**config.mk**
```make
export PLATFORM = sky130hd
export DESIGN_NAME = producer_tag_rename
export DESIGN_NICKNAME = d
export VERILOG_FILES = /design/src/rtl/rename_pkg.sv /design/src/rtl/rename_ctrl.sv /design/src/rtl/rename_datapath.sv /design/src/rtl/producer_tag_rename.sv
export SDC_FILE = /design/constraint.sdc
export NUM_CORES = 1
export LEC_CHECK = 0
export ABC_AREA = 1
export ABC_CLOCK_PERIOD_IN_PS = 2550
export CAP_MARGIN = 20
export CORE_ASPECT_RATIO = 1.1
export CORE_MARGIN = 2
export CORE_UTILIZATION = 35
export DETAILED_ROUTE_END_ITERATION = 10
export MAX_ROUTING_LAYER = met4
export PLACE_DENSITY = 0.61
export RECOVER_POWER = 100
export SLEW_MARGIN = 40
export SYNTH_ARGS = -nofsm -noshare
export SYNTH_HDL_FRONTEND = slang
export SYNTH_HIERARCHICAL = 1
export SYNTH_SLANG_ARGS = --single-unit
```
**constraint.sdc**
```tcl
create_clock -name clk -period 2.55 [get_ports clk]
set_input_delay 0.3825 -clock clk [delete_from_list [all_inputs] [get_ports clk]]
set_output_delay 0.3825 -clock clk [all_outputs]
set_load 0.01 [all_outputs]
```
**src/rtl/rename_pkg.sv**
```systemverilog
package rename_pkg;

  // Strobes from the control to the datapath for one cycle.
  typedef struct packed {
    logic       restore;     // bulk copy of the committed table
    logic       writeDst;    // overwrite the destination entry
    logic       setReady;    // mark a written-back tag ready
    logic       clearReady;  // mark a freshly allocated tag not ready
    logic [1:0] lookupEn;    // per-source lookup enable
  } renStrobe_t;

endpackage

```
**src/rtl/rename_ctrl.sv**
```systemverilog
module rename_ctrl
  import rename_pkg::*;
(
  input  logic       renValid,
  input  logic [1:0] srcValid,
  input  logic       dstValid,
  input  logic       wbValid,
  input  logic       squash,
  output renStrobe_t strobe
);

  logic allocate;

  // A squash takes priority over any rename presented in the same cycle.
  assign allocate = renValid && dstValid && !squash;

  always_comb begin
    strobe            = '0;
    strobe.restore    = squash;
    strobe.writeDst   = allocate;
    strobe.clearReady = allocate;
    strobe.setReady   = wbValid;
    strobe.lookupEn   = renValid ? srcValid : 2'b00;
  end

endmodule

```
**src/rtl/rename_datapath.sv**
```systemverilog
module rename_datapath
  import rename_pkg::*;
#(
  parameter int NUM_ARCH = 8,
  parameter int TAG_W    = 4,
  localparam int IDX_W    = $clog2(NUM_ARCH),
  localparam int ENT_W    = TAG_W + 1,
  localparam int NUM_TAGS = 1 << TAG_W
) (
  input  logic                      clk,
  input  logic                      rstN,
  input  renStrobe_t                strobe,
  input  logic [TAG_W-1:0]          renTag,
  input  logic [2*IDX_W-1:0]        srcIdx,
  input  logic [IDX_W-1:0]          dstIdx,
  input  logic [TAG_W-1:0]          wbTag,
  input  logic [NUM_ARCH*ENT_W-1:0] commitTable,
  output logic [1:0]                srcReady,
  output logic [1:0]                depValid,
  output logic [2*TAG_W-1:0]        depTag,
  output logic                      prevValid,
  output logic [TAG_W-1:0]          prevTag,
  output logic [NUM_ARCH*ENT_W-1:0] tableFlat
);

  logic [ENT_W-1:0]    tableQ [NUM_ARCH];
  logic [NUM_TAGS-1:0] readyQ;
  logic [ENT_W-1:0]    oldEntry;

  // Producer table: a restore wins over a destination write.
  always_ff @(posedge clk) begin
    if (!rstN) begin
      for (int r = 0; r < NUM_ARCH; r++) tableQ[r] <= '0;
    end else if (strobe.restore) begin
      for (int r = 0; r < NUM_ARCH; r++) tableQ[r] <= commitTable[r*ENT_W +: ENT_W];
    end else if (strobe.writeDst) begin
      tableQ[dstIdx] <= {1'b1, renTag};
    end
  end

  // Result-ready scoreboard: the clear comes last, so allocation wins.
  always_ff @(posedge clk) begin
    if (!rstN) begin
      readyQ <= '0;
    end else begin
      if (strobe.setReady)   readyQ[wbTag]  <= 1'b1;
      if (strobe.clearReady) readyQ[renTag] <= 1'b0;
    end
  end

  // Source lookups read pre-update state.
  for (genvar s = 0; s < 2; s++) begin : g_src
    logic [ENT_W-1:0] srcEntry;
    logic             pending;
    assign srcEntry = tableQ[srcIdx[s*IDX_W +: IDX_W]];
    assign pending  = strobe.lookupEn[s] && srcEntry[TAG_W] &&
                      !readyQ[srcEntry[TAG_W-1:0]];
    assign depValid[s]               = pending;
    assign srcReady[s]               = !pending;
    assign depTag[s*TAG_W +: TAG_W]  = srcEntry[TAG_W-1:0];
  end

  assign oldEntry  = tableQ[dstIdx];
  assign prevValid = strobe.writeDst && oldEntry[TAG_W];
  assign prevTag   = oldEntry[TAG_W-1:0];

  for (genvar r = 0; r < NUM_ARCH; r++) begin : g_flat
    assign tableFlat[r*ENT_W +: ENT_W] = tableQ[r];
  end

endmodule

```
**src/rtl/producer_tag_rename.sv**
```systemverilog
module producer_tag_rename
  import rename_pkg::*;
#(
  parameter int NUM_ARCH = 8,
  parameter int TAG_W    = 4,
  localparam int IDX_W   = $clog2(NUM_ARCH),
  localparam int ENT_W   = TAG_W + 1
) (
  input  logic                      clk,
  input  logic                      rstN,
  input  logic                      renValid,
  input  logic [TAG_W-1:0]          renTag,
  input  logic [1:0]                srcValid,
  input  logic [2*IDX_W-1:0]        srcIdx,
  input  logic                      dstValid,
  input  logic [IDX_W-1:0]          dstIdx,
  input  logic                      wbValid,
  input  logic [TAG_W-1:0]          wbTag,
  input  logic                      squash,
  input  logic [NUM_ARCH*ENT_W-1:0] commitTable,
  output logic [1:0]                srcReady,
  output logic [1:0]                depValid,
  output logic [2*TAG_W-1:0]        depTag,
  output logic                      prevValid,
  output logic [TAG_W-1:0]          prevTag
);

  renStrobe_t                strobe;
  logic [NUM_ARCH*ENT_W-1:0] tableFlat;

  rename_ctrl u_ctrl (
    .renValid (renValid),
    .srcValid (srcValid),
    .dstValid (dstValid),
    .wbValid  (wbValid),
    .squash   (squash),
    .strobe   (strobe)
  );

  rename_datapath #(.NUM_ARCH(NUM_ARCH), .TAG_W(TAG_W)) u_dp (
    .clk         (clk),
    .rstN        (rstN),
    .strobe      (strobe),
    .renTag      (renTag),
    .srcIdx      (srcIdx),
    .dstIdx      (dstIdx),
    .wbTag       (wbTag),
    .commitTable (commitTable),
    .srcReady    (srcReady),
    .depValid    (depValid),
    .depTag      (depTag),
    .prevValid   (prevValid),
    .prevTag     (prevTag),
    .tableFlat   (tableFlat)
  );

endmodule

```
Word level (Yosys, flattened, before mapping)
Memories as Yosys holds them, arrays and structs flattened.
Index checks and enable logic that the tools add are counted.
{"block": "totals", "ramBits": 40, "latch_bits": 0, "elab_cells": 65, "mem_count": 1, "mem_bits_ro": 0, "register_bits": 16, "input_bits": 65}
{"name": "u_dp.tableQ", "depth": 8, "width": 5, "rd": 3, "rd_ports_with_merged_regs": 0, "write_ports": 8, "line": "rename_datapath.sv:26", "source": "logic [ENT_W-1:0] tableQ [NUM_ARCH];"}
{"block": "op_classes", "muxes": 31, "n_shift": 0, "n_reduce_logical": 15, "bitwise_logic": 11, "n_eq_ne": 0, "div_mod_pow": 0, "multipliers": 0, "n_addsub": 0, "n_lt_le_gt_ge": 6}
{"cell": "two-way mux 16 bit", "count": 3}
{"cell": "two-way mux 5 bit", "count": 9}
{"cell": "less-than comparator 4 x 5 -> 1 bit (second input constant)", "count": 4}
{"cell": "bitwise AND 16 bit", "count": 1}
{"cell": "NOT 16 bit", "count": 1}
{"cell": "OR 16 bit", "count": 1}
{"cell": "two-way mux 1 bit", "count": 13}
{"cell": "logical AND 1 bit", "count": 9}
{"cell": "binary-select mux 1 bit (select 4 bit)", "count": 2}
{"cell": "demux 1 bit (select 4 bit)", "count": 2}
{"cell": ">= comparator 4 x 1 -> 1 bit (second input constant)", "count": 2}
{"cell": "OR 1 bit", "count": 8}
{"cell": "logical NOT 1 bit", "count": 5}
{"cell": "OR reduction 5 bit", "count": 1}
{"cell": "two-way mux 3 bit", "count": 1}
{"cell": "two-way mux 2 bit", "count": 1}

Longest topological paths before layout
{"block": "logic_depth", "depth_word": 9, "ltp_mapped": 14, "ltp_nobuf": 12}

Modules after synthesis
The synthesis kept the hierarchy.
{"module": "rename_datapath", "instances": 1, "area_per_inst_um2": 4077.7, "cells_each": 587, "seq_area_each_um2": 1441.4}
{"module": "rename_ctrl", "instances": 1, "area_per_inst_um2": 52.6, "cells_each": 10, "seq_area_each_um2": 0.0}

Least setup slack after synthesis
OpenSTA, ideal clock, no wires.
{"block": "synth_path", "kind": "input-to-output", "start": "input srcIdx[3]", "end": "output depValid[1]", "arrival_ps": 1550, "stages": 12, "n_path_buf": 3, "setup_slack_ps": 618, "t_required_ps": 2168, "cell_sequence": "buf_6 buf_6 a21oi_1 o21ai_1 nand2_1 inv_1 o21ai_2 nand3_1 nand3_1 inv_2 nor2_1 buf_4"}
{"block": "synth_between", "elab_chain_len": 5, "elab_cells_between_ends": 6, "classes_between": "mux (2); reduce/logical (3); memory (1)"}
{"element": "start: declaration", "line": "producer_tag_rename.sv:14", "source": "input logic [2*IDX_W-1:0] srcIdx,"}
{"element": "memory (8 x 5 bit)"}
{"element": "via depTag[6]", "line": "producer_tag_rename.sv:23", "source": "output logic [2*TAG_W-1:0] depTag,"}
{"element": "binary-select mux 1 bit (select 4 bit)", "line": "rename_datapath.sv:57", "source": "!readyQ[srcEntry[TAG_W-1:0]];"}
{"element": "two-way mux 1 bit (implied by the code)", "line": "rename_datapath.sv:57"}
{"element": "logical NOT 1 bit", "line": "rename_datapath.sv:57"}
{"element": "logical AND 1 bit", "line": "rename_datapath.sv:56", "source": "assign pending = strobe.lookupEn[s] && srcEntry[TAG_W] &&"}
{"element": "end: declaration", "line": "producer_tag_rename.sv:22", "source": "output logic [1:0] depValid,"}
The timed path passes the listed nets, and every way through them passes these cells. The select of a mux whose other input is x is not followed.

Worst setup path after layout
{"block": "layout_path", "start": "input srcIdx[2]", "end": "output depValid[0]"}
{"block": "layout_between", "elab_chain_len": 5, "elab_cells_between_ends": 6, "classes_between": "mux (2); reduce/logical (3); memory (1)"}
{"element": "memory (8 x 5 bit) (*)"}
{"element": "binary-select mux 1 bit (select 4 bit)", "line": "rename_datapath.sv:57"}
{"element": "two-way mux 1 bit (implied by the code)", "line": "rename_datapath.sv:57"}
{"element": "logical NOT 1 bit", "line": "rename_datapath.sv:57"}
{"element": "logical AND 1 bit (*)", "line": "rename_datapath.sv:56"}
Every way passes the cells marked *; elsewhere a longest branch is shown, timed or not. The select of a mux whose other input is x is not followed.

==> results.md <==
* Worst path required time at 2.17 ns
* Multi-input gate area at ~2300 µm²
* Yosys reg bits at 56
* Cell Rows at 41
* Core box area at 11500 µm²
* Vias in the first global route at about 4300
* Pre-CTS setup slack at -0.496 ns
* Distinct cells, synth at 31
* WL/cell at approximately 17 µm
* Final Wtd Congestion at approximately 0.97
* Max Root-Sink Buffers at 2
* CP endpoint kind: output pin
* WHS at around 0.5 ns
* Root buf cell: clkbuf_16
* Clk slew on worst S/H paths at ~0.070 ns
* Post-synthesis xor/xnor area fraction at 0
* Vias at approximately 4700
* Antenna Cells at 0
* Reg2reg start: u_dp/tableQ[5][4]$_SDFFE_PP1N_
* Total GRT Usage at 0.233
* # IOs at about 80
* Die width at 108 µm
* Flip-flop and latch area at approximately 1400 µm²
* Drt total wl at ~14 mm
* Leak pwr at 2.36 nW
* Synth Area in Compound Gates at 0.212
* RSZ-0062 raised after global routing: true
* Port-buffer cells at 81
* R2R depth at 2
* CTS tree: yes
* Die height at about 120 µm
* Sink Count at between 50 and 60
* Antenna-violating nets left at 0
* Power Dens Cells at ~450 nW/µm²
* Final Total Pwr at roughly 0.0025 W
* R2R Setup Slk at between 1.5 and 2 ns
* Starting Density at 0.359
* Crit Path Class: input port to output pin
* Syn Std Cell Area at 4130 µm²
* Final HPWL DP at roughly 11 mm
* Hold/Removal Path Class: flop to flop
* Fillers at approximately 1200
* Placed cells at between 800 and 900
* Final worst path period need at between 2 and 3 ns
* DRC violations left at 0
* Finished Layout Cells at roughly 850
* HP Start: u_dp/readyQ[4]$_SDFF_PN0_
* Share of post-route cells with drive strength above 1 at 0.149
* Crit path DAT at 2.16 ns
* Final Slew Violations at 0
* Fin nets at 768
* Synthesized net count at roughly 660
* Initial DRC Count at 450
* # setup viols final at 0
* Worst-skew pair later-pin latency at 0.29 ns
* Initial antenna violation count at 0
* Max_cap viols at 0
* Largest family of logic cells by synthesized area: simple AND/OR/NAND/NOR gates
* Fin worst setup slack at between 0.01 and 0.015 ns
* Area contributors post-synth: edfxtp_1 23%, nand3_1 12%, dfxtp_1 12%
* Total gr overflow at 0
* Cell taking the most area after synthesis: edfxtp_1
* Sequential area share after synthesis at 0.349
* Clock Skew at 0 ns
* Hold Path Depth at 2
* Final hold violation count at 0
* Die ar. at around 13000 µm²
* Synth Area in Adders at 0
* TritonCTS buffer count at 5
* Post-CTS setup buffer count at 0
* Crit path from: srcIdx[2]
* Detailed Routing Iterations Pass 1 at 5
* Worst slew margin at 0.704
* Simple-gate portion of the synthesized area at 0.313
* Yosys warns at 6
* Max H-tree Level at 2
* Synthesis-to-layout area growth at 34.7%
* Yosys top cell area share at 0.233
* CP Launch Type: input port
* Worst-Margin Slew at between 0.4 and 0.5 ns
* Max VDD drop at ~0.00025 V
* Worst-path maximum fanout at 9
* Post-Syn Area per Cell at 6.92 µm²
* First-pass GRT wire length at 22.6 mm
* Fmax at around 390 MHz
* Vias per inst at between 5 and 6
* Mapped Cells at 597
* Status: finished clean
* Period utilization at 0.996
* Mux share of post-synthesis cell area at 0
* Largest net degree at the start of global routing at a little under 50
==> what timing repair did <==
item | 4_1_cts | 5_1_grt
gates resized for setup | 25 | 17
hold buffers | 0 | 0
pin swaps | 4 | 2
gates cloned | 5 | 0
endpoints found under the setup margin | 13 | 10
endpoints found under the hold margin | 0 | 0
==> power breakdown <==
group / internal (W) / switching, W
registers: 0.00102 / 0.0000425
logic: 0.000341 / 0.000432
clock network: 0.000361 / 0.000293
total: 0.00172 / 0.000767
==> worst paths after layout <==
| check | endpoint |
|---|---|
| worst max-delay path | depValid[0] |
| worst min-delay path | u_dp/readyQ[4]$_SDFF_PN0_ |
| worst max register to register | u_dp/tableQ[5][4]$_SDFFE_PP1N_ |
| worst min register to register | u_dp/readyQ[4]$_SDFF_PN0_ |
==> synth_stat cells (all sizes together) <==
library cell  number
a211oi             1
a21oi             37
a31oi              8
buf               17
bufinv             1
clkbuf            17
dfxtp             24
edfxtp            32
inv               79
nand2            120
nand3            111
nor2              28
nor3              16
o2111ai            4
o211ai            19
o21a               1
o21ai             82
==> routing by layer <==
metal | vias up | GRT usage | part of all wire
li1 | 2259 | - | -
met1 | 2141 | 0.322 | 0.45
met2 | 232 | 0.360 | 0.46
met3 | 25 | 0.0249 | 0.067
met4 | 0 | 0.0633 | 0.019
met5 | - | - | 0
==> metrics by stage <==
stage	TNS, ns	utilization	area (µm²)
6_report	0	0.484	5570
5_1_grt	-0.261	0.484	5570
4_1_cts	0	0.483	5550
3_5_place_dp	-2.56	0.461	5300
3_3_place_gp	-2.33	0.461	5300
2_1_floorplan	0	-	4130
==> critical path, stage by stage <==
cell	delay, ns
clkdlybuf4s50_1	0.43
bufinv_8	0.21
nand3_2	0.22
nand2_2	0.18
nand2_1	0.07
nand3_1	0.07
nand3_1	0.09
nand3_2	0.09
nand2_1	0.06
nor2_2	0.08
dlygate4sd2_1	0.26
==> flip-flops by register name, indices dropped and copies added, names as in the netlist <==
signal,count
u_dp/readyQ,16
u_dp/tableQ,40
==> cell families after synthesis <==
kind of cell           Yosys count
AND/OR/NAND/NOR                275
AO/OA/AOI/OAI                  152
buffers and inverters          114
flip-flops                      56
==> area by class of cell <==
type | instances | share of cell area
multi-input combinational | 431 | 0.406
sequential | 56 | 0.259
timing repair buffer | 129 | 0.218
inverter | 80 | 0.0582
tap | 150 | 0.0337
clock buffer | 6 | 0.0232
clock inverter | 2 | 0.00202
==> cells in the final DEF (no fill, tap or decap), drive strengths merged <==
master / count
a31oi: 8
o21ai: 82
o211ai: 19
clkdlybuf4s25: 3
a21oi: 37
a211oi: 1
nand3: 113
edfxtp: 32
clkdlybuf4s15: 1
clkinvlp: 1
buf: 45
dlygate4sd3: 4
clkinv: 1
clkbuf: 10
bufinv: 1
inv: 79
o2111ai: 4
clkdlybuf4s50: 61
nand2: 122
bufbuf: 1
dfxtp: 24
nor3: 16
nor2: 28
dlymetal6s2s: 3
o21a: 1
dlygate4sd2: 7
Power figures use the tool's default switching activity.
